### config.mk
export PLATFORM = sky130hd
export DESIGN_NAME = ucode_ctrl
export DESIGN_NICKNAME = d
export VERILOG_FILES = /design/src/rtl/ucp_pkg.sv /design/src/rtl/ucp_rom.sv /design/src/rtl/ucp_seq.sv /design/src/rtl/ucp_fields.sv /design/src/rtl/ucode_ctrl.sv
export SDC_FILE = /design/constraint.sdc
export NUM_CORES = 1
export LEC_CHECK = 0
export CAP_MARGIN = 5
export CORE_MARGIN = 10
export CORE_UTILIZATION = 25
export DETAILED_ROUTE_END_ITERATION = 10
export SLEW_MARGIN = 20
export SYNTH_ARGS = -nofsm -noshare
export SYNTH_HDL_FRONTEND = slang
export SYNTH_SLANG_ARGS = --single-unit
### constraint.sdc
create_clock -name clk -period 1.75 [get_ports clk]
set_input_delay 0.525 -clock clk [delete_from_list [all_inputs] [get_ports clk]]
set_output_delay 0.525 -clock clk [all_outputs]
set_load 0.005 [all_outputs]
### src/rtl/ucp_pkg.sv
package ucp_pkg;

  typedef enum logic [2:0] {
    ALU_ADD = 3'd0,
    ALU_SUB = 3'd1,
    ALU_AND = 3'd2,
    ALU_OR  = 3'd3,
    ALU_NOR = 3'd4,
    ALU_SLL = 3'd5,
    ALU_SRL = 3'd6
  } alu_e;

  typedef enum logic [1:0] {
    PCM_SEQ = 2'd0,
    PCM_BEQ = 2'd1,
    PCM_BNE = 2'd2,
    PCM_JMP = 2'd3
  } pcm_e;

  localparam logic [1:0] PC_INC = 2'd0;
  localparam logic [1:0] PC_BR  = 2'd1;
  localparam logic [1:0] PC_JMP = 2'd2;

  // opcode numbering is the encoding the program uses
  localparam logic [3:0] OP_SW   = 4'd0;
  localparam logic [3:0] OP_AND  = 4'd1;
  localparam logic [3:0] OP_SRL  = 4'd2;
  localparam logic [3:0] OP_ADDI = 4'd3;
  localparam logic [3:0] OP_ORI  = 4'd4;
  localparam logic [3:0] OP_NOR  = 4'd5;
  localparam logic [3:0] OP_ANDI = 4'd6;
  localparam logic [3:0] OP_SLL  = 4'd7;
  localparam logic [3:0] OP_OR   = 4'd8;
  localparam logic [3:0] OP_ADD  = 4'd9;
  localparam logic [3:0] OP_SUB  = 4'd10;
  localparam logic [3:0] OP_BNE  = 4'd11;
  localparam logic [3:0] OP_BEQ  = 4'd12;
  localparam logic [3:0] OP_LW   = 4'd13;
  localparam logic [3:0] OP_J    = 4'd14;
  localparam logic [3:0] OP_SUBI = 4'd15;

  typedef struct packed {
    logic last;    // final micro-step of the sequence
    logic we;      // register write requested
    logic dst_rt;  // destination from the I-format field
    logic wb_mem;  // write-back from the bus
    logic b_imm;   // ALU operand B from immediate
    logic ale;     // address phase
    logic rd;      // data phase, read
    logic wr;      // data phase, write
    pcm_e pcm;
    alu_e alu;
  } cw_t;

  function automatic cw_t alu_word(alu_e a, logic use_imm);
    cw_t c;
    c        = '0;
    c.last   = 1'b1;
    c.we     = 1'b1;
    c.dst_rt = use_imm;
    c.b_imm  = use_imm;
    c.alu    = a;
    return c;
  endfunction

  function automatic cw_t cw_of(logic [3:0] op, int st);
    cw_t c;
    c      = '0;
    c.last = 1'b1;  // unreachable slots end the sequence
    if (st == 0) begin
      case (op)
        OP_ADD:  c = alu_word(ALU_ADD, 1'b0);
        OP_SUB:  c = alu_word(ALU_SUB, 1'b0);
        OP_AND:  c = alu_word(ALU_AND, 1'b0);
        OP_OR:   c = alu_word(ALU_OR,  1'b0);
        OP_NOR:  c = alu_word(ALU_NOR, 1'b0);
        OP_SLL:  c = alu_word(ALU_SLL, 1'b0);
        OP_SRL:  c = alu_word(ALU_SRL, 1'b0);
        OP_ADDI: c = alu_word(ALU_ADD, 1'b1);
        OP_SUBI: c = alu_word(ALU_SUB, 1'b1);
        OP_ANDI: c = alu_word(ALU_AND, 1'b1);
        OP_ORI:  c = alu_word(ALU_OR,  1'b1);
        OP_LW, OP_SW: begin
          c.last  = 1'b0;
          c.ale   = 1'b1;
          c.b_imm = 1'b1;
          c.alu   = ALU_ADD;
        end
        OP_BEQ: begin
          c.alu = ALU_SUB;
          c.pcm = PCM_BEQ;
        end
        OP_BNE: begin
          c.alu = ALU_SUB;
          c.pcm = PCM_BNE;
        end
        OP_J:    c.pcm = PCM_JMP;
        default: c.last = 1'b1;
      endcase
    end else if (st == 1) begin
      case (op)
        OP_LW: begin
          c.we     = 1'b1;
          c.dst_rt = 1'b1;
          c.wb_mem = 1'b1;
          c.rd     = 1'b1;
        end
        OP_SW:   c.wr = 1'b1;
        default: c.last = 1'b1;
      endcase
    end
    return c;
  endfunction

endpackage

### src/rtl/ucp_rom.sv
module ucp_rom
  import ucp_pkg::*;
#(
  parameter int OPW = 4,
  parameter int SW  = 2
) (
  input  logic              clk,
  input  logic              rst,
  input  logic              en,
  input  logic [OPW+SW-1:0] addr,
  output cw_t               q
);
  localparam int STEPS = 2 ** SW;
  localparam int DEPTH = 2 ** (OPW + SW);

  cw_t mem [DEPTH];

  initial begin
    for (int i = 0; i < DEPTH; i++) begin
      mem[i] = cw_of(4'(i / STEPS), i % STEPS);
    end
  end

  // synchronous read; output register cleared when no sequence continues
  always_ff @(posedge clk) begin
    if (rst) begin
      q <= '0;
    end else if (en) begin
      q <= mem[addr];
    end else begin
      q <= '0;
    end
  end
endmodule

### src/rtl/ucp_seq.sv
module ucp_seq #(
  parameter int SW = 2
) (
  input  logic          clk,
  input  logic          rst,
  input  logic          accept,
  input  logic          last,
  output logic          busy,
  output logic          rom_en,
  output logic [SW-1:0] step
);
  logic cont;

  assign cont   = busy & ~last;
  assign rom_en = accept | cont;

  always_ff @(posedge clk) begin
    if (rst) begin
      busy <= 1'b0;
      step <= '0;
    end else begin
      busy <= rom_en;
      if (accept) begin
        step <= SW'(1);
      end else if (cont) begin
        step <= step + SW'(1);
      end else begin
        step <= '0;
      end
    end
  end

  // a sequence never wraps past the last slot of its opcode
  p_step_wrap_r9: assert property (@(posedge clk) disable iff (rst)
    (busy && !last) |-> (step != '0));
endmodule

### src/rtl/ucp_fields.sv
module ucp_fields #(
  parameter int OPW = 4,
  parameter int RW  = 4,
  parameter int DW  = 8,
  localparam int IW = OPW + 2 * RW + DW
) (
  input  logic           clk,
  input  logic           rst,
  input  logic           load,
  input  logic [IW-1:0]  instr,
  output logic [OPW-1:0] op,
  output logic [RW-1:0]  rs,
  output logic [RW-1:0]  rt,
  output logic [RW-1:0]  rd,
  output logic [RW-1:0]  sh,
  output logic [DW-1:0]  imm,
  output logic [DW-1:0]  jt
);
  logic [IW-1:0] iq;

  always_ff @(posedge clk) begin
    if (rst) begin
      iq <= '0;
    end else if (load) begin
      iq <= instr;
    end
  end

  assign op  = iq[IW-1 -: OPW];
  assign rs  = iq[IW-OPW-1 -: RW];
  assign rt  = iq[IW-OPW-RW-1 -: RW];
  assign rd  = iq[DW-1 -: RW];
  assign sh  = iq[RW-1:0];
  assign imm = iq[DW-1:0];
  assign jt  = iq[IW-OPW-1 -: DW];
endmodule

### src/rtl/ucode_ctrl.sv
module ucode_ctrl
  import ucp_pkg::*;
#(
  parameter int DW  = 8,
  parameter int RW  = 4,
  parameter int OPW = 4,
  parameter int SW  = 2,
  localparam int IW = OPW + 2 * RW + DW
) (
  input  logic          clk,
  input  logic          rst,
  input  logic          issue,
  input  logic [IW-1:0] instr,
  output logic          ready,
  input  logic [DW-1:0] addr_in,
  input  logic [DW-1:0] wdata_in,
  input  logic          alu_zero,
  output logic [RW-1:0] rs_idx,
  output logic [RW-1:0] rt_idx,
  output logic [RW-1:0] wr_idx,
  output logic [RW-1:0] shamt,
  output logic [DW-1:0] imm,
  output logic [DW-1:0] jtarget,
  output logic [2:0]    alu_sel,
  output logic          alu_b_imm,
  output logic          reg_we,
  output logic          wb_mem,
  output logic [DW-1:0] bus_out,
  output logic          bus_oe,
  output logic          bus_ale,
  output logic          mem_rd,
  output logic          mem_wr,
  output logic [1:0]    pc_src,
  output logic          pc_upd
);
  localparam int AW = OPW + SW;

  cw_t            cw;
  logic           busy, rom_en, accept;
  logic [SW-1:0]  step;
  logic [OPW-1:0] op_q;
  logic [RW-1:0]  rd_q;
  logic [RW-1:0]  wr_sel;
  logic [AW-1:0]  rom_addr;

  assign accept = issue & ~busy;
  assign ready  = ~busy;

  ucp_fields #(.OPW(OPW), .RW(RW), .DW(DW)) u_fields (
    .clk(clk), .rst(rst), .load(accept), .instr(instr),
    .op(op_q), .rs(rs_idx), .rt(rt_idx), .rd(rd_q), .sh(shamt),
    .imm(imm), .jt(jtarget)
  );

  ucp_seq #(.SW(SW)) u_seq (
    .clk(clk), .rst(rst), .accept(accept), .last(cw.last),
    .busy(busy), .rom_en(rom_en), .step(step)
  );

  // first word is read straight from the incoming opcode
  assign rom_addr = accept ? {instr[IW-1 -: OPW], {SW{1'b0}}} : {op_q, step};

  ucp_rom #(.OPW(OPW), .SW(SW)) u_rom (
    .clk(clk), .rst(rst), .en(rom_en), .addr(rom_addr), .q(cw)
  );

  assign wr_sel    = cw.dst_rt ? rt_idx : rd_q;
  assign reg_we    = cw.we & (wr_sel != '0);
  assign wr_idx    = reg_we ? wr_sel : '0;
  assign alu_sel   = cw.alu;
  assign alu_b_imm = cw.b_imm;
  assign wb_mem    = cw.wb_mem;
  assign bus_ale   = cw.ale;
  assign mem_rd    = cw.rd;
  assign mem_wr    = cw.wr;
  assign bus_oe    = cw.ale | cw.wr;
  assign bus_out   = cw.ale ? addr_in : (cw.wr ? wdata_in : '0);
  assign pc_upd    = cw.last;

  always_comb begin
    case (cw.pcm)
      PCM_BEQ: pc_src = alu_zero ? PC_BR : PC_INC;
      PCM_BNE: pc_src = alu_zero ? PC_INC : PC_BR;
      PCM_JMP: pc_src = PC_JMP;
      default: pc_src = PC_INC;
    endcase
  end

  p_zero_guard_r5: assert property (@(posedge clk) disable iff (rst)
    reg_we |-> (wr_idx != '0));

  p_addr_then_data_r6: assert property (@(posedge clk) disable iff (rst)
    bus_ale |=> (mem_rd || mem_wr));

  p_strobe_drives_r6: assert property (@(posedge clk) disable iff (rst)
    bus_ale |-> (bus_oe && !mem_rd && !mem_wr));

  p_rdwr_excl_r11: assert property (@(posedge clk) disable iff (rst)
    !(mem_rd && mem_wr));

  p_ready_after_last_r9: assert property (@(posedge clk) disable iff (rst)
    pc_upd |=> ready);

  p_busy_hold_r10: assert property (@(posedge clk) disable iff (rst)
    (!ready && issue) |=> $stable(rs_idx));
endmodule

==> impl_metrics.env <==
export IMPL_max_freq_mhz=502.0
export IMPL_slowest_delay_ns=0.51
export IMPL_fillers=686
export IMPL_final_nets=367
export IMPL_drt_iter0_drc=66
export IMPL_vias=1856
export IMPL_synthFlopType="dfxtp_1"
export IMPL_cts_root_buf="clkbuf_8"
export IMPL_grt_pass1_vias=1903
export IMPL_power_leakage_nw=1.382
export IMPL_status="complete, but fails checks"
export IMPL_crit_fanout=2
export IMPL_dp_hpwl_mm=4.720
export IMPL_die_x_um=103.9
export IMPL_grt_pass1_wl_mm=9.756
export IMPL_route_detailed_drc=0
export IMPL_crit_type="register to output pin"
export IMPL_die_height_um=103.9
export IMPL_worst_ep_required_time_ns=1.22
export IMPL_synth_top_cell_area_share=0.3983
export IMPL_start_kind="register"
export IMPL_cts_max_level=2
export IMPL_ys_top_cells_by_area="dfxtp_1 40%, nand2_1 8.3%, buf_4 7.7%"
export IMPL_cts_tree="done"
export IMPL_fin_area_mm2=0.003084
export IMPL_grt_remaining_overflow=0
export IMPL_clock_path_buffers=2
export IMPL_grt_max_degree=17
export IMPL_p_per_area_mw_per_mm2=695.8
export IMPL_postCtsHoldBufs=0
export IMPL_fin_crit_sh=1.138
export IMPL_critical_path_top_delay_family="simple AND/OR/NAND/NOR gates"
export IMPL_max_slew_margin_rel=0.8048
export IMPL_syn_area_per_cell_um2=8.377
export IMPL_synthTopCellsByCount="39 x nand2_1, 35 x dfxtp_1, 21 x a21oi_1, 18 x buf_4, 10 x nor2_1"
export IMPL_ys_async_sr_fraction=0
export IMPL_yosysSeqAreaShare=0.3983
export IMPL_port_buffers=93
export IMPL_hold_viol=0
export IMPL_setup_slack_ns=-0.2419
export IMPL_path_clk_slew_ns=0.07
export IMPL_gp_congestion=0.8380
export IMPL_final_antenna_net_count=0
export IMPL_endpoint_kind="output pin"
export IMPL_clock_latency_ns=0.29
export IMPL_post_route_min_period_ns=1.992
export IMPL_vdd_drop_max_mv=0.2618
export IMPL_area_delta_synth_final_pct=75.32
export IMPL_cap_violations=0
export IMPL_synth_edff_count=0
export IMPL_start_util=0.2575
export IMPL_critPathBufInv=1
export IMPL_syn_nets=250
export IMPL_yosysTopAreaCell="dfxtp_1"
export IMPL_dp_slack_ns=-0.6418
export IMPL_critical_path_arrival_ns=1.47
export IMPL_cts_sinks=35
export IMPL_first_pass_iters=4
export IMPL_netlist_cell_type_count=45
export IMPL_dieArea_mm2=0.01079
export IMPL_wl_per_cell_um=14.11
export IMPL_wirelength_mm=5.982
export IMPL_row_count=30
export IMPL_numCtsBuffers=5
export IMPL_rsz0062_at_grt="yes"
export IMPL_fin_skew_ns=0.003065
export IMPL_violations="setup timing"
export IMPL_worst_slew_pin_transition_ns=0.2871
export IMPL_ioPinCount=94
export IMPL_antenna_cells=0
export IMPL_grt_antenna_before_repair=0
export IMPL_ys_warn_count=0
export IMPL_synth_most_common_cell="nand2_1"
export IMPL_path_cells="or4_4, o211a_1, buf_2"
export IMPL_cp_slowest_cell="or4_4"
export IMPL_drive_gt1_frac=0.3049
export IMPL_netlist_instances=210
export IMPL_min_path_type="register to register"
export IMPL_slew_violations=0
export IMPL_vias_per_cell=4.377
export IMPL_finalSetupViolCount=1
export IMPL_ys_ff_latch=35
export IMPL_dpl_cell_area_mm2=0.002929
export IMPL_gr_usage_all_layers=0.1090
export IMPL_core_mm2=0.006832
export IMPL_netlist_area_mm2=0.001759
[where the power goes]
part           total [W]  switching, W  internal (W)
clock           0.000648      0.000290      0.000358
combinational   0.000609      0.000243      0.000366
sequential      0.000889     0.0000403      0.000849
[flip-flops by register name, summed over array words and instances (netlist names)]
signal and flops:
u_seq.step 2, u_rom.q 12, u_fields.iq 20, u_seq.busy 1
[worst reg2reg max path, cell delays in order (launching register included)]
cell	delay (ns)
dfxtp_1	0.34
nor2b_4	0.15
buf_12	0.13
mux2i_2	0.23
buf_4	0.19
and3_4	0.19
o22ai_1	0.09
and2_1	0.18
[worst paths after layout]
| path | depth (start not counted) | startpoint | to | slack [ns] |
|---|---|---|---|---|
| setup / recovery | 3 | u_fields.iq[5] | reg_we | -0.24 |
| hold / removal | 2 | u_fields.iq[2] | u_fields.iq[2] | 0.47 |
| setup reg to reg | 7 | u_seq.busy | u_rom.q[12] | 0.16 |
| hold reg to reg | 2 | u_fields.iq[2] | u_fields.iq[2] | 0.47 |
[repair_timing]
item / CTS / global route
buffers inserted: 7 / 1
gates resized for setup: 101 / 22
endpoints found under the setup margin: 44 / 25
pin swaps: 9 / 7
[logic make-up (layout without fill, tap and decap cells)]
logic type / count (synthesis) / after routing / synth area share
AOI/OAI and AO/OA: 45 / 45 / 0.1636
xor gates and xnor gates: 4 / 4 / 0.01991
buffers and inverters: 34 / 152 / 0.1188
DFF: 35 / 35 / 0.3983
muxes: 10 / 10 / 0.06970
and+or+nand+nor: 82 / 82 / 0.2297
[area by class of cell]
class	count	area, um^2	area share
clock buffer	7	96.34	0.03124
clock inverter	1	7.507	0.002434
inverter	4	15.01	0.004868
multi-input combinational	141	903.4	0.2929
sequential	35	711.9	0.2308
tap	96	120.1	0.03895
timing repair buffer	140	1230	0.3988
[per-layer routing]
layer	track usage	up-vias	wire length, um
met5	0	-	0
met4	0.03976	0	86
met3	0.03098	7	308
met2	0.1883	63	2982
met1	0.1244	854	2604
li1	-	932	-
[per-stage QoR]
| step | hold slack [ns] | setup TNS (ns) | utilization | std cells | power (W) |
|---|---|---|---|---|---|
| finish | 0.4684 | -0.2419 | 0.4515 | 424 | 0.002146 |
| global route | 0.5105 | -0.3791 | 0.4515 | 424 | 0.002276 |
| CTS | 0.4799 | -0.2714 | 0.4438 | 424 | 0.002153 |
| detailed placement | 0.4668 | -14.82 | 0.4288 | 409 | 0.001502 |
| global placement | 0.4600 | -13.76 | 0.4288 | 409 | 0.001497 |
| floorplan | 0.4658 | 0 | - | 210 | 0.001166 |
[layout by cell type (no fill, tap or decap), types with 3 or more instances in the layout]
cell type | netlist | final
nor4_1 | 5 | 5
nor3_1 | 3 | 3
o21ai_1 | 2 | 3
a22o_1 | 7 | 7
buf_2 | 5 | 11
dlygate4sd2_1 | 0 | 30
dlymetal6s2s_1 | 0 | 4
nand2_1 | 39 | 39
buf_6 | 1 | 7
o21ai_0 | 4 | 3
clkbuf_8 | 0 | 7
xnor2_1 | 4 | 4
buf_4 | 18 | 39
inv_1 | 3 | 3
nor2b_1 | 6 | 5
and2_1 | 3 | 3
clkdlybuf4s50_1 | 0 | 43
a21oi_1 | 21 | 21
dfxtp_1 | 35 | 26
nor2_1 | 10 | 10
mux2i_1 | 6 | 5
clkbuf_2 | 0 | 4
dfxtp_2 | 0 | 9
No activity file was read; power rests on OpenSTA's default activity.
